`config.mk`:
```
export PLATFORM = sky130hd
export DESIGN_NAME = sh_seg_engine
export DESIGN_NICKNAME = d
export VERILOG_FILES = /design/src/rtl/sh_seg_pkg.sv /design/src/rtl/sh_byte_fifo.sv /design/src/rtl/sh_byte_shifter.sv /design/src/rtl/sh_seg_engine.sv
export SDC_FILE = /design/constraint.sdc
export NUM_CORES = 1
export LEC_CHECK = 0
export BUFFER_PORTS_ARGS = -buffer_cell sky130_fd_sc_hd__buf_2
export CAP_MARGIN = 20
export CORE_UTILIZATION = 50
export CTS_CLUSTER_SIZE = 24
export DETAILED_ROUTE_END_ITERATION = 6
export GPL_TIMING_DRIVEN = 0
export HOLD_SLACK_MARGIN = 0.03
export PLACE_DENSITY = 0.75
export SLEW_MARGIN = 20
export SYNTH_ARGS = -nofsm -noshare
export SYNTH_HDL_FRONTEND = slang
export SYNTH_SLANG_ARGS = --single-unit
```
`constraint.sdc`:
```
create_clock -name clk_i -period 7.01 [get_ports clk_i]
set_input_delay 1.402 -clock clk_i [delete_from_list [all_inputs] [get_ports clk_i]]
set_output_delay 1.402 -clock clk_i [all_outputs]
set_load 0.005 [all_outputs]
```
`src/rtl/sh_seg_pkg.sv`:
```
package sh_seg_pkg;
    localparam int unsigned LANES = 4;

    typedef enum logic [1:0] {
        ST_IDLE,
        ST_LOAD,
        ST_SHIFT,
        ST_TAIL
    } seg_state_e;
endpackage

```
`src/rtl/sh_byte_fifo.sv`:
```
module sh_byte_fifo #(
    parameter int unsigned DEPTH = 16,
    parameter int unsigned LANES = 4
) (
    input  logic                              clk_i,
    input  logic                              rst_ni,
    input  logic                              flush_i,
    input  logic [$clog2(LANES+1)-1:0]        push_n_i,
    input  logic [LANES*8-1:0]                push_data_i,
    input  logic [$clog2(LANES+1)-1:0]        pop_n_i,
    output logic [LANES*8-1:0]                peek_o,
    output logic [$clog2(DEPTH):0]            count_o
);
    localparam int unsigned AW = $clog2(DEPTH);
    localparam int unsigned CW = AW + 1;
    localparam int unsigned NW = $clog2(LANES + 1);

    typedef struct packed {
        logic [DEPTH-1:0][7:0] mem;
        logic [AW-1:0]         wr;
        logic [AW-1:0]         rd;
        logic [CW-1:0]         cnt;
    } fifo_st_t;

    fifo_st_t s_d, s_q;

    always_comb begin
        s_d     = s_q;
        s_d.wr  = s_q.wr + AW'(push_n_i);
        s_d.rd  = s_q.rd + AW'(pop_n_i);
        s_d.cnt = s_q.cnt + CW'(push_n_i) - CW'(pop_n_i);
        for (int i = 0; i < LANES; i++) begin
            if (NW'(i) < push_n_i) begin
                s_d.mem[s_q.wr + AW'(i)] = push_data_i[i*8 +: 8];
            end
        end
        if (flush_i) begin
            s_d.wr  = '0;
            s_d.rd  = '0;
            s_d.cnt = '0;
        end
    end

    always_ff @(posedge clk_i or negedge rst_ni) begin
        if (!rst_ni) s_q <= '0;
        else         s_q <= s_d;
    end

    for (genvar g = 0; g < LANES; g++) begin : g_peek
        assign peek_o[g*8 +: 8] = s_q.mem[s_q.rd + AW'(g)];
    end
    assign count_o = s_q.cnt;

    AST_FIFO_BOUND: assert property (@(posedge clk_i) disable iff (!rst_ni)
        s_q.cnt <= CW'(DEPTH));
    AST_FIFO_PUSH_FITS: assert property (@(posedge clk_i) disable iff (!rst_ni)
        CW'(push_n_i) <= CW'(DEPTH) - s_q.cnt);
    AST_FIFO_POP_HAS_DATA: assert property (@(posedge clk_i) disable iff (!rst_ni)
        CW'(pop_n_i) <= s_q.cnt);
endmodule

```
`src/rtl/sh_byte_shifter.sv`:
```
module sh_byte_shifter #(
    parameter int unsigned HALF = 1
) (
    input  logic       clk_i,
    input  logic       rst_ni,
    input  logic       start_i,
    input  logic       abort_i,
    input  logic [7:0] tx_byte_i,
    input  logic       miso_i,
    output logic       busy_o,
    output logic       done_o,
    output logic [7:0] rx_byte_o,
    output logic       sck_o,
    output logic       mosi_o
);
    localparam int unsigned HW = (HALF > 1) ? $clog2(HALF) : 1;

    typedef struct packed {
        logic          busy;
        logic          sck;
        logic [HW-1:0] cnt;
        logic [2:0]    bitn;
        logic [7:0]    sr;
        logic [7:0]    rx;
        logic          done;
    } shf_st_t;

    shf_st_t s_d, s_q;

    always_comb begin
        s_d      = s_q;
        s_d.done = 1'b0;
        if (abort_i) begin
            s_d.busy = 1'b0;
            s_d.sck  = 1'b0;
        end else if (start_i) begin
            s_d.busy = 1'b1;
            s_d.sck  = 1'b0;
            s_d.cnt  = '0;
            s_d.bitn = '0;
            s_d.sr   = tx_byte_i;
        end else if (s_q.busy) begin
            if (s_q.cnt == HW'(HALF - 1)) begin
                s_d.cnt = '0;
                if (!s_q.sck) begin
                    s_d.sck = 1'b1;
                    s_d.rx  = {s_q.rx[6:0], miso_i};
                end else begin
                    s_d.sck = 1'b0;
                    if (s_q.bitn == 3'd7) begin
                        s_d.busy = 1'b0;
                        s_d.done = 1'b1;
                    end else begin
                        s_d.bitn = s_q.bitn + 3'd1;
                        s_d.sr   = {s_q.sr[6:0], 1'b0};
                    end
                end
            end else begin
                s_d.cnt = s_q.cnt + HW'(1);
            end
        end
    end

    always_ff @(posedge clk_i or negedge rst_ni) begin
        if (!rst_ni) s_q <= '0;
        else         s_q <= s_d;
    end

    assign busy_o    = s_q.busy;
    assign done_o    = s_q.done;
    assign rx_byte_o = s_q.rx;
    assign sck_o     = s_q.sck;
    assign mosi_o    = s_q.sr[7];

    AST_SCK_IDLE_LOW: assert property (@(posedge clk_i) disable iff (!rst_ni)
        !s_q.busy |-> !s_q.sck);
    AST_NO_RESTART: assert property (@(posedge clk_i) disable iff (!rst_ni)
        start_i |-> !s_q.busy);
endmodule

```
`src/rtl/sh_seg_engine.sv`:
```
module sh_seg_engine
    import sh_seg_pkg::*;
#(
    parameter int unsigned TX_DEPTH = 16,
    parameter int unsigned RX_DEPTH = 16,
    parameter int unsigned CLK_DIV  = 2
) (
    input  logic        clk_i,
    input  logic        rst_ni,
    input  logic        ctrl_wr_i,
    input  logic [31:0] ctrl_wdata_i,
    input  logic        cmd_wr_i,
    input  logic [31:0] cmd_wdata_i,
    input  logic        txd_wr_i,
    input  logic [31:0] txd_wdata_i,
    input  logic        rxd_rd_i,
    output logic [31:0] rxd_rdata_o,
    output logic        ready_o,
    output logic        active_o,
    output logic        txfull_o,
    output logic        txempty_o,
    output logic        rxfull_o,
    output logic        rxempty_o,
    output logic        txstall_o,
    output logic        rxstall_o,
    output logic        err_overflow_o,
    output logic        err_underflow_o,
    output logic        err_cmdbusy_o,
    output logic        sck_o,
    output logic        csn_o,
    output logic        mosi_o,
    input  logic        miso_i
);
    localparam int unsigned TCW  = $clog2(TX_DEPTH) + 1;
    localparam int unsigned RCW  = $clog2(RX_DEPTH) + 1;
    localparam int unsigned NW   = $clog2(LANES + 1);
    localparam int unsigned HALF = CLK_DIV / 2;
    localparam int unsigned TW   = (CLK_DIV > 1) ? $clog2(CLK_DIV) : 1;

    typedef struct packed {
        seg_state_e  st;
        logic [7:0]  len;
        logic [TW-1:0] tail;
        logic        en;
        logic        ready;
        logic        txfull;
        logic        txempty;
        logic        rxfull;
        logic        rxempty;
        logic        txstall;
        logic        rxstall;
        logic        e_ovf;
        logic        e_unf;
        logic        e_busy;
        logic [31:0] rdata;
    } eng_st_t;

    localparam eng_st_t RST_VAL = '{st: ST_IDLE, len: '0, tail: '0, en: 1'b0,
        ready: 1'b1, txfull: 1'b0, txempty: 1'b1, rxfull: 1'b0, rxempty: 1'b1,
        txstall: 1'b0, rxstall: 1'b0, e_ovf: 1'b0, e_unf: 1'b0, e_busy: 1'b0,
        rdata: '0};

    eng_st_t s_d, s_q;

    logic [NW-1:0]      tx_push_n, rx_pop_n;
    logic               tx_pop, rx_push, tx_flush, rx_flush, sh_start, sh_abort;
    logic [LANES*8-1:0] tx_peek, rx_peek;
    logic [TCW-1:0]     tx_count, tx_free;
    logic [RCW-1:0]     rx_count;
    logic               sh_busy, sh_done;
    logic [7:0]         sh_rx;

    assign tx_free = TCW'(TX_DEPTH) - tx_count;

    always_comb begin
        s_d        = s_q;
        s_d.e_ovf  = 1'b0;
        s_d.e_unf  = 1'b0;
        s_d.e_busy = 1'b0;
        tx_push_n  = '0;
        rx_pop_n   = '0;
        tx_pop     = 1'b0;
        rx_push    = 1'b0;
        tx_flush   = 1'b0;
        rx_flush   = 1'b0;
        sh_start   = 1'b0;
        sh_abort   = 1'b0;

        if (txd_wr_i) begin
            tx_push_n = (tx_free < TCW'(LANES)) ? NW'(tx_free) : NW'(LANES);
            if (tx_free < TCW'(LANES)) begin
                s_d.txfull = 1'b1;
                s_d.e_ovf  = 1'b1;
            end
            if (tx_push_n != '0) s_d.txempty = 1'b0;
        end

        if (cmd_wr_i && s_q.en) begin
            if (!s_q.ready) begin
                s_d.e_busy = 1'b1;
            end else begin
                s_d.ready   = 1'b0;
                s_d.len     = cmd_wdata_i[7:0];
                s_d.txstall = 1'b0;
                s_d.rxstall = 1'b0;
                s_d.st      = ST_LOAD;
            end
        end

        case (s_q.st)
            ST_LOAD: begin
                s_d.tail = '0;
                if (s_q.len == 8'd0) begin
                    s_d.st = ST_TAIL;
                end else if (tx_count == '0) begin
                    s_d.txstall = 1'b1;
                    s_d.st      = ST_TAIL;
                end else if (rx_count == RCW'(RX_DEPTH)) begin
                    s_d.rxstall = 1'b1;
                    s_d.st      = ST_TAIL;
                end else begin
                    tx_pop   = 1'b1;
                    sh_start = 1'b1;
                    s_d.st   = ST_SHIFT;
                end
            end
            ST_SHIFT: begin
                if (sh_done) begin
                    rx_push = 1'b1;
                    if (rx_count == RCW'(RX_DEPTH - 1)) s_d.rxfull = 1'b1;
                    s_d.len = s_q.len - 8'd1;
                    s_d.st  = ST_LOAD;
                end
            end
            ST_TAIL: begin
                if (s_q.tail == TW'(CLK_DIV - 1)) begin
                    s_d.st      = ST_IDLE;
                    s_d.ready   = 1'b1;
                    tx_flush    = 1'b1;
                    s_d.txempty = 1'b1;
                    s_d.txfull  = 1'b0;
                    s_d.rxempty = 1'b0;
                end else begin
                    s_d.tail = s_q.tail + TW'(1);
                end
            end
            default: ;
        endcase

        if (rxd_rd_i) begin
            rx_pop_n   = (rx_count < RCW'(LANES)) ? NW'(rx_count) : NW'(LANES);
            s_d.rxfull = 1'b0;
            for (int i = 0; i < LANES; i++) begin
                s_d.rdata[i*8 +: 8] = (NW'(i) < rx_pop_n) ? rx_peek[i*8 +: 8] : 8'h00;
            end
            if (rx_count < RCW'(LANES)) begin
                s_d.rxempty = 1'b1;
                s_d.e_unf   = 1'b1;
            end
        end

        if (ctrl_wr_i) begin
            s_d.en = ctrl_wdata_i[31];
            if (ctrl_wdata_i[30]) begin
                s_d       = RST_VAL;
                s_d.en    = ctrl_wdata_i[31];
                s_d.rdata = s_q.rdata;
                tx_flush  = 1'b1;
                rx_flush  = 1'b1;
                tx_push_n = '0;
                rx_pop_n  = '0;
                tx_pop    = 1'b0;
                rx_push   = 1'b0;
                sh_start  = 1'b0;
                sh_abort  = 1'b1;
            end
        end
    end

    always_ff @(posedge clk_i or negedge rst_ni) begin
        if (!rst_ni) s_q <= RST_VAL;
        else         s_q <= s_d;
    end

    sh_byte_fifo #(.DEPTH(TX_DEPTH), .LANES(LANES)) u_txq (
        .clk_i, .rst_ni, .flush_i(tx_flush), .push_n_i(tx_push_n),
        .push_data_i(txd_wdata_i), .pop_n_i(NW'(tx_pop)),
        .peek_o(tx_peek), .count_o(tx_count));

    sh_byte_fifo #(.DEPTH(RX_DEPTH), .LANES(LANES)) u_rxq (
        .clk_i, .rst_ni, .flush_i(rx_flush), .push_n_i(NW'(rx_push)),
        .push_data_i({{(LANES-1)*8{1'b0}}, sh_rx}), .pop_n_i(rx_pop_n),
        .peek_o(rx_peek), .count_o(rx_count));

    sh_byte_shifter #(.HALF(HALF)) u_shf (
        .clk_i, .rst_ni, .start_i(sh_start), .abort_i(sh_abort),
        .tx_byte_i(tx_peek[7:0]), .miso_i, .busy_o(sh_busy), .done_o(sh_done),
        .rx_byte_o(sh_rx), .sck_o, .mosi_o);

    assign rxd_rdata_o     = s_q.rdata;
    assign ready_o         = s_q.ready;
    assign active_o        = (s_q.st == ST_SHIFT);
    assign txfull_o        = s_q.txfull;
    assign txempty_o       = s_q.txempty;
    assign rxfull_o        = s_q.rxfull;
    assign rxempty_o       = s_q.rxempty;
    assign txstall_o       = s_q.txstall;
    assign rxstall_o       = s_q.rxstall;
    assign err_overflow_o  = s_q.e_ovf;
    assign err_underflow_o = s_q.e_unf;
    assign err_cmdbusy_o   = s_q.e_busy;
    assign csn_o           = (s_q.st == ST_IDLE);

    AST_DISABLED_CMD_IGNORED: assert property (@(posedge clk_i) disable iff (!rst_ni)
        (cmd_wr_i && !s_q.en && s_q.ready && !ctrl_wr_i) |=> (s_q.ready && !err_cmdbusy_o));
    AST_BUSY_CMD_ERROR: assert property (@(posedge clk_i) disable iff (!rst_ni)
        (cmd_wr_i && s_q.en && !s_q.ready && !ctrl_wr_i) |=> err_cmdbusy_o);
    AST_STALL_EXCLUSIVE: assert property (@(posedge clk_i) disable iff (!rst_ni)
        !(s_q.txstall && s_q.rxstall));
    AST_SEG_END_FLAGS: assert property (@(posedge clk_i) disable iff (!rst_ni)
        ($rose(csn_o) && !$past(ctrl_wr_i) && !$past(rxd_rd_i))
        |-> (s_q.txempty && !s_q.rxempty && !s_q.txfull && s_q.ready));
    AST_SOFT_RESET: assert property (@(posedge clk_i) disable iff (!rst_ni)
        (ctrl_wr_i && ctrl_wdata_i[30])
        |=> (s_q.txempty && s_q.rxempty && s_q.ready && csn_o && !active_o));
    AST_SHIFT_IN_SEGMENT: assert property (@(posedge clk_i) disable iff (!rst_ni)
        sh_busy |-> (s_q.st == ST_SHIFT));
endmodule

```
# After elaboration in Yosys (flattened, before gate mapping)

Cells that the tools add are included.
W data, S select, Z words.

Add/sub/neg operators: 22
$lt $le $gt $ge: 35
Eq/ne operators: 10
Mux-type cells: 125
Bitwise gates (word level): 10
Reduce and logical (&&, ||, !) cells: 20

Operators with widths:

| cell                  | number |
|---|---|
| $mux W128             | 8 |
| $bwmux W128           | 5 |
| $and A128 B128 Y128   | 3 |
| $not A128 Y128        | 3 |
| $demux W8 S4          | 8 |
| $bmux W8 S4           | 5 |
| $mux W8               | 19 |
| $mux W54              | 2 |
| $lt A4 B5 Y1 const B  | 13 |
| $mux W1               | 44 |
| $ge A4 B1 Y1 const B  | 8 |
| $mux W32              | 1 |
| $mux W10              | 3 |
| $mux W3               | 10 |
| $mux W13              | 2 |
| $add A4 B2 Y4 const B | 6 |
| $mux W23              | 1 |
| $mux W11              | 2 |
| $mux W2               | 11 |
| $mux W20              | 1 |
| $mux W14              | 1 |
| $add A4 B1 Y4 const B | 3 |
| $lt A1 B3 Y1 const A  | 4 |
| $lt A2 B3 Y1 const A  | 4 |
| other kinds (31)      | 55 |

Flip-flop bits (word level): 359
Input bits: 103

# Depth between registers and ports, before layout

Depth after elaboration: 14
Depth in mapped cells: 17
Mapped depth without buffers: 16

# By module

Synthesis repeated with hierarchy kept, for this count alone.

Cells, all modules: 3207
Area, all modules: 32023.2 um^2

Modules (own cells, without submodules):

| module               | instances | cells each | area each (um^2) |
|---|---|---|---|
| sh_byte_fifo (u_txq) | 1         | 1477       | 14480.1 |
| sh_byte_fifo (u_rxq) | 1         | 1391       | 13835.8 |
| sh_seg_engine        | 1         | 256        | 2672.6 |
| sh_byte_shifter      | 1         | 83         | 1034.7 |

# Worst setup path after synthesis

Ideal clock, no wire load.

Path kind: input to register
From: input port ctrl_wr_i
To: register u_rxq.s_q (netlist bit u_rxq.count_o[4])
Setup time: 0.132 ns
Arrival time: 3.546 ns
Required time: 6.878 ns
Slack: 3.332 ns
Stages on the path: 14
Buffers on the path: 1
Cell sequence: nand2_1 nand2_1 clkbuf_1 nor3_1 ha_1 inv_1 ha_1 inv_1 fa_1 inv_1 a21o_1 a21oi_1 xnor2_1 nor2_1

RTL lines:

| what                 | line                | text |
|---|---|---|
| start, declared      | sh_seg_engine.sv:10 | `input logic ctrl_wr_i,` |
| end signal, assigned | sh_byte_fifo.sv:45  | `if (!rst_ni) s_q <= '0;` |
| end signal, assigned | sh_byte_fifo.sv:46  | `else s_q <= s_d;` |
| end, declared        | sh_byte_fifo.sv:25  | `fifo_st_t s_d, s_q;` |

# Worst setup path after layout

From: register u_rxq.s_q[6] (netlist bit)
To: register s_q (netlist bit rxd_rdata_o[25])

Longest elaborated chain between the ends: 7

Ends and longest elaborated chain:

| what                              | line                 | text |
|---|---|---|
| $add A4 B2 Y4 (*)                 | sh_byte_fifo.sv:50   | `assign peek_o[g*8 +: 8] = s_q.mem[s_q.rd + AW'(g)];` |
| $bmux W8 S4 (*)                   | sh_byte_fifo.sv:50   |  |
| $mux W8 (not written as such) (*) | sh_byte_fifo.sv:50   |  |
| $mux W8 (*)                       | sh_seg_engine.sv:154 | `s_d.rdata[i*8 +: 8] = (NW'(i) < rx_pop_n) ? rx_peek[i*8 +: 8] : 8'h00;` |
| $mux W32 (*)                      | sh_seg_engine.sv:150 | `if (rxd_rd_i) begin` |
| $mux W54                          | sh_seg_engine.sv:164 | `if (ctrl_wdata_i[30]) begin` |
| $mux W54 (*)                      | sh_seg_engine.sv:162 | `if (ctrl_wr_i) begin` |
| end signal, assigned              | sh_seg_engine.sv:181 | `if (!rst_ni) s_q <= RST_VAL;` |
| end signal, assigned              | sh_seg_engine.sv:182 | `else s_q <= s_d;` |
| end, declared                     | sh_seg_engine.sv:63  | `eng_st_t s_d, s_q;` |

Mark *: on every way between the ends. The rest lies on a longest branch, timed or not. The select of a mux whose other input is x is not followed.
A chain may end at the register's enable or synchronous reset.

==> insert_results.sql <==
INSERT INTO impl_metrics (metric_group, metric, value, unit) VALUES
('synth', 'syn_inst', '2056', ''),
('global_route', 'grt_pass1_wl', '133', 'mm'),
('floorplan', 'placeableCoreArea', '0.0468', 'mm2'),
('sta', 'fmax', '183', 'MHz'),
('cts', 'post_cts_resize_count', '0', ''),
('sta', 'period_needed', '5460', 'ps'),
('setup_path', 'startpoint_type', 'flop', ''),
('outcome', 'run_status', 'finished with violations', ''),
('cts', 'clkSlewWorstSetupHoldPaths', '60', 'ps'),
('global_route', 'grt_remaining_overflow', '0', ''),
('cells_and_area', 'drive_above_1_share', '28.7', '%'),
('cells_and_area', 'num-nets-final', '2329', ''),
('cts', 'cts_inserted_buffers', '42', ''),
('synth', 'mappedNetlistNets', '2199', ''),
('setup_path', 'critical_path_peak_fanout', '10', ''),
('synth', 'ys_dominant_reg_cell', 'sky130_fd_sc_hd__dfrtp_1', ''),
('synth', 'synth.distinct_cells', '77', ''),
('synth', 'synth-async-reset-ratio', '100', '%'),
('hold_path', 'holdCritStartpoint', 'rxd_rdata_o[21]', ''),
('floorplan', 'die_width', '220', 'um'),
('sta', 'setup_total_negative_slack', '0', 'ps'),
('cts', 'cts_num_sinks', '358', ''),
('hold_path', 'hold_depth', '2', ''),
('setup_path', 'crit_path_top_delay_cell', 'sky130_fd_sc_hd__clkbuf_1', ''),
('synth', 'seq_area_frac_synth', '37.6', '%'),
('hold_path', 'min_path_type', 'flop to flop', ''),
('placement', 'placed_wire_length_estimate_after_detailed_placement', '63.0', 'mm'),
('global_route', 'number_of_global_route_vias_before_repair', '20200', ''),
('cts', 'clock_path_buffers', '3', ''),
('cells_and_area', 'most_frequent_cells_in_the_layout', '355 x sky130_fd_sc_hd__dfrtp_1, 191 x sky130_fd_sc_hd__mux4_2, 179 x sky130_fd_sc_hd__mux2_2, 123 x sky130_fd_sc_hd__mux2i_1, 115 x sky130_fd_sc_hd__clkbuf_1', ''),
('route', 'vias', '20600', ''),
('floorplan', 'die_y_extent', '220', 'um'),
('pwr', 'leakage_power_summed_over_all_cells', '11.2', 'nW'),
('route', 'drtIter0Drc', '3337', ''),
('outcome', 'violations', 'DRC', ''),
('setup_path', 'cp.buffers_inverters', '5', ''),
('setup_path', 'ff_to_ff_path_depth', '9', ''),
('placement', 'placement.cell_area', '0.0252', 'mm2'),
('sta', 'layout_worst_path_cycle_share', '77.9', '%'),
('setup_path', 'critical-path-top-cell-by-count', 'sky130_fd_sc_hd__clkbuf_1', ''),
('route', 'routed_wl', '90.9', 'mm'),
('cts', 'clock_tree_from_tritoncts', 'done', ''),
('synth', 'synth-seq-cells', '358', ''),
('global_route', 'grt_start_max_net_pins', '96', ''),
('setup_path', 'cp_num_cells', '9', ''),
('cts', 'clk_root_buffer_cell', 'sky130_fd_sc_hd__clkbuf_16', ''),
('cts', 'htree_num_levels', '2', ''),
('setup_path', 'setup.worst_path.start', 'u_rxq.s_q[6]', ''),
('floorplan', 'start_util', '51.0', '%'),
('cells_and_area', 'layout.cell_area.non_filler', '0.0267', 'mm2'),
('global_route', 'antenna_found_initial', '7', ''),
('route', 'detail_route.drc_violations', '8', ''),
('cells_and_area', 'fillers', '3877', ''),
('cells_and_area', 'area.growth.synth_to_final', '11.9', '%'),
('setup_path', 'worst-endpoint-required', '7490', 'ps'),
('pwr', 'ir_worst_vdd', '0.000240', 'V'),
('synth', 'syn-cell-area', '0.0238', 'mm2'),
('sta', 'timing.slew.headroom', '12.9', '%'),
('sta', 'setup_viol', '0', ''),
('cts', 'worst_skew_pair.late_latency', '590', 'ps'),
('floorplan', 'die_area', '0.0485', 'mm2'),
('route', 'avgRoutedWirePerCell', '32.2', 'um'),
('setup_path', 'crit_arrival', '5940', 'ps'),
('global_route', 'global_route.usage.total', '37.9', '%'),
('cts', 'holdBufCountCts', '0', ''),
('cells_and_area', 'diodes', '0', ''),
('synth', 'synth-edff-count', '0', ''),
('setup_path', 'critPathMaxStageDelay', '850', 'ps'),
('setup_path', 'critical_path_cell_list', 'clkbuf_1 > clkbuf_1 > inv_1 > ha_1 > buf_1 > clkbuf_1 > mux4_2 > mux4_2 > a22o_1', ''),
('placement', 'gp_congestion', '1.05', ''),
('cells_and_area', 'final_common_cell', 'sky130_fd_sc_hd__dfrtp_1', '');
[cells by family after synthesis]
kind of cell	share of synthesized area (%)
DFF	37.6
AOI/OAI and AO/OA	13.4
xor gates and xnor gates	0.993
buffers and inverters	4.98
muxes	31.7
adders and majority gates	2.23
and+or+nand+nor	9.13
[state kept, by name, summed over array words and instances, names as in the netlist, 5 cells and up]
signal           cells
rxd_rdata_o         32
s_q                 12
u_rxq.count_o        5
u_rxq.s_q          136
u_shf.rx_byte_o      8
u_shf.s_q           10
u_txq.count_o        5
u_txq.s_q          136
[final timing paths]
path                                         to  slack, ps
worst max-delay path            rxd_rdata_o[25]       1550
worst min-delay path            rxd_rdata_o[21]        480
worst max register to register  rxd_rdata_o[25]       1550
worst min register to register  rxd_rdata_o[21]        480
max in group asynchronous       rxd_rdata_o[20]       4420
min in group asynchronous        u_txq.s_q[132]        610
[Yosys cell counts (12+ instances only)]
cell	count
sky130_fd_sc_hd__a211oi_1	50
sky130_fd_sc_hd__a21oi_1	23
sky130_fd_sc_hd__a221o_1	44
sky130_fd_sc_hd__a221oi_1	19
sky130_fd_sc_hd__a22oi_1	44
sky130_fd_sc_hd__a32oi_1	14
sky130_fd_sc_hd__and2_1	24
sky130_fd_sc_hd__and3_1	14
sky130_fd_sc_hd__buf_1	35
sky130_fd_sc_hd__buf_2	27
sky130_fd_sc_hd__buf_4	32
sky130_fd_sc_hd__clkbuf_1	111
sky130_fd_sc_hd__dfrtp_1	355
sky130_fd_sc_hd__ha_1	36
sky130_fd_sc_hd__inv_1	65
sky130_fd_sc_hd__mux2_2	179
sky130_fd_sc_hd__mux2i_1	123
sky130_fd_sc_hd__mux4_2	191
sky130_fd_sc_hd__nand2_1	111
sky130_fd_sc_hd__nand2b_1	14
sky130_fd_sc_hd__nand3_1	27
sky130_fd_sc_hd__nand3b_1	13
sky130_fd_sc_hd__nor2_1	114
sky130_fd_sc_hd__nor2b_1	13
sky130_fd_sc_hd__nor3_1	62
sky130_fd_sc_hd__o21ai_0	102
sky130_fd_sc_hd__o22a_1	16
sky130_fd_sc_hd__o22ai_1	24
sky130_fd_sc_hd__xnor2_1	12
sky130_fd_sc_hd__xor2_1	15
[where the power goes]
| part | switching [mW] | internal, mW |
|---|---|---|
| Combinational | 2.08 | 1.41 |
| Sequential | 0.409 | 2.57 |
| Clock | 0.955 | 1.39 |
[layer usage]
layer	global-route usage (%)	part of all wire [%]	vias up
met3	16.1	15	375
met4	19.6	5.7	10
met1	50.8	38	10300
met5	0.707	0.11	-
met2	51.8	41	1749
li1	-	-	8184
[worst min-delay path, stage by stage (launching register included)]
cell and delay (ps):
sky130_fd_sc_hd__dfrtp_1 340, sky130_fd_sc_hd__nand2_1 40, sky130_fd_sc_hd__o21ai_0 60
[metrics by stage]
step           worst slack [ps]  total power [mW]  cells  hold WS, ps  util [%]
6_report                   1550              8.81   2825          482      57.0
5_1_grt                    1570              9.14   2825          524      57.0
4_1_cts                    1830              8.65   2825          487      57.0
3_5_place_dp               1830              6.31   2749          473      53.9
3_3_place_gp              -2580              6.19   2741          466      53.4
2_1_floorplan              3330              5.16   2056          448         -
[area by class of cell]
class / instances / area share [%]
Clock inverter: 13 / 0.638
Inverter: 66 / 0.929
Multi-Input combinational cell: 1425 / 51.5
Buffer: 207 / 3.55
Clock buffer: 63 / 4.84
Tap cell: 607 / 2.85
Timing Repair Buffer: 86 / 2.07
Sequential cell: 358 / 33.6
No activity file was read; power rests on OpenSTA's default activity.
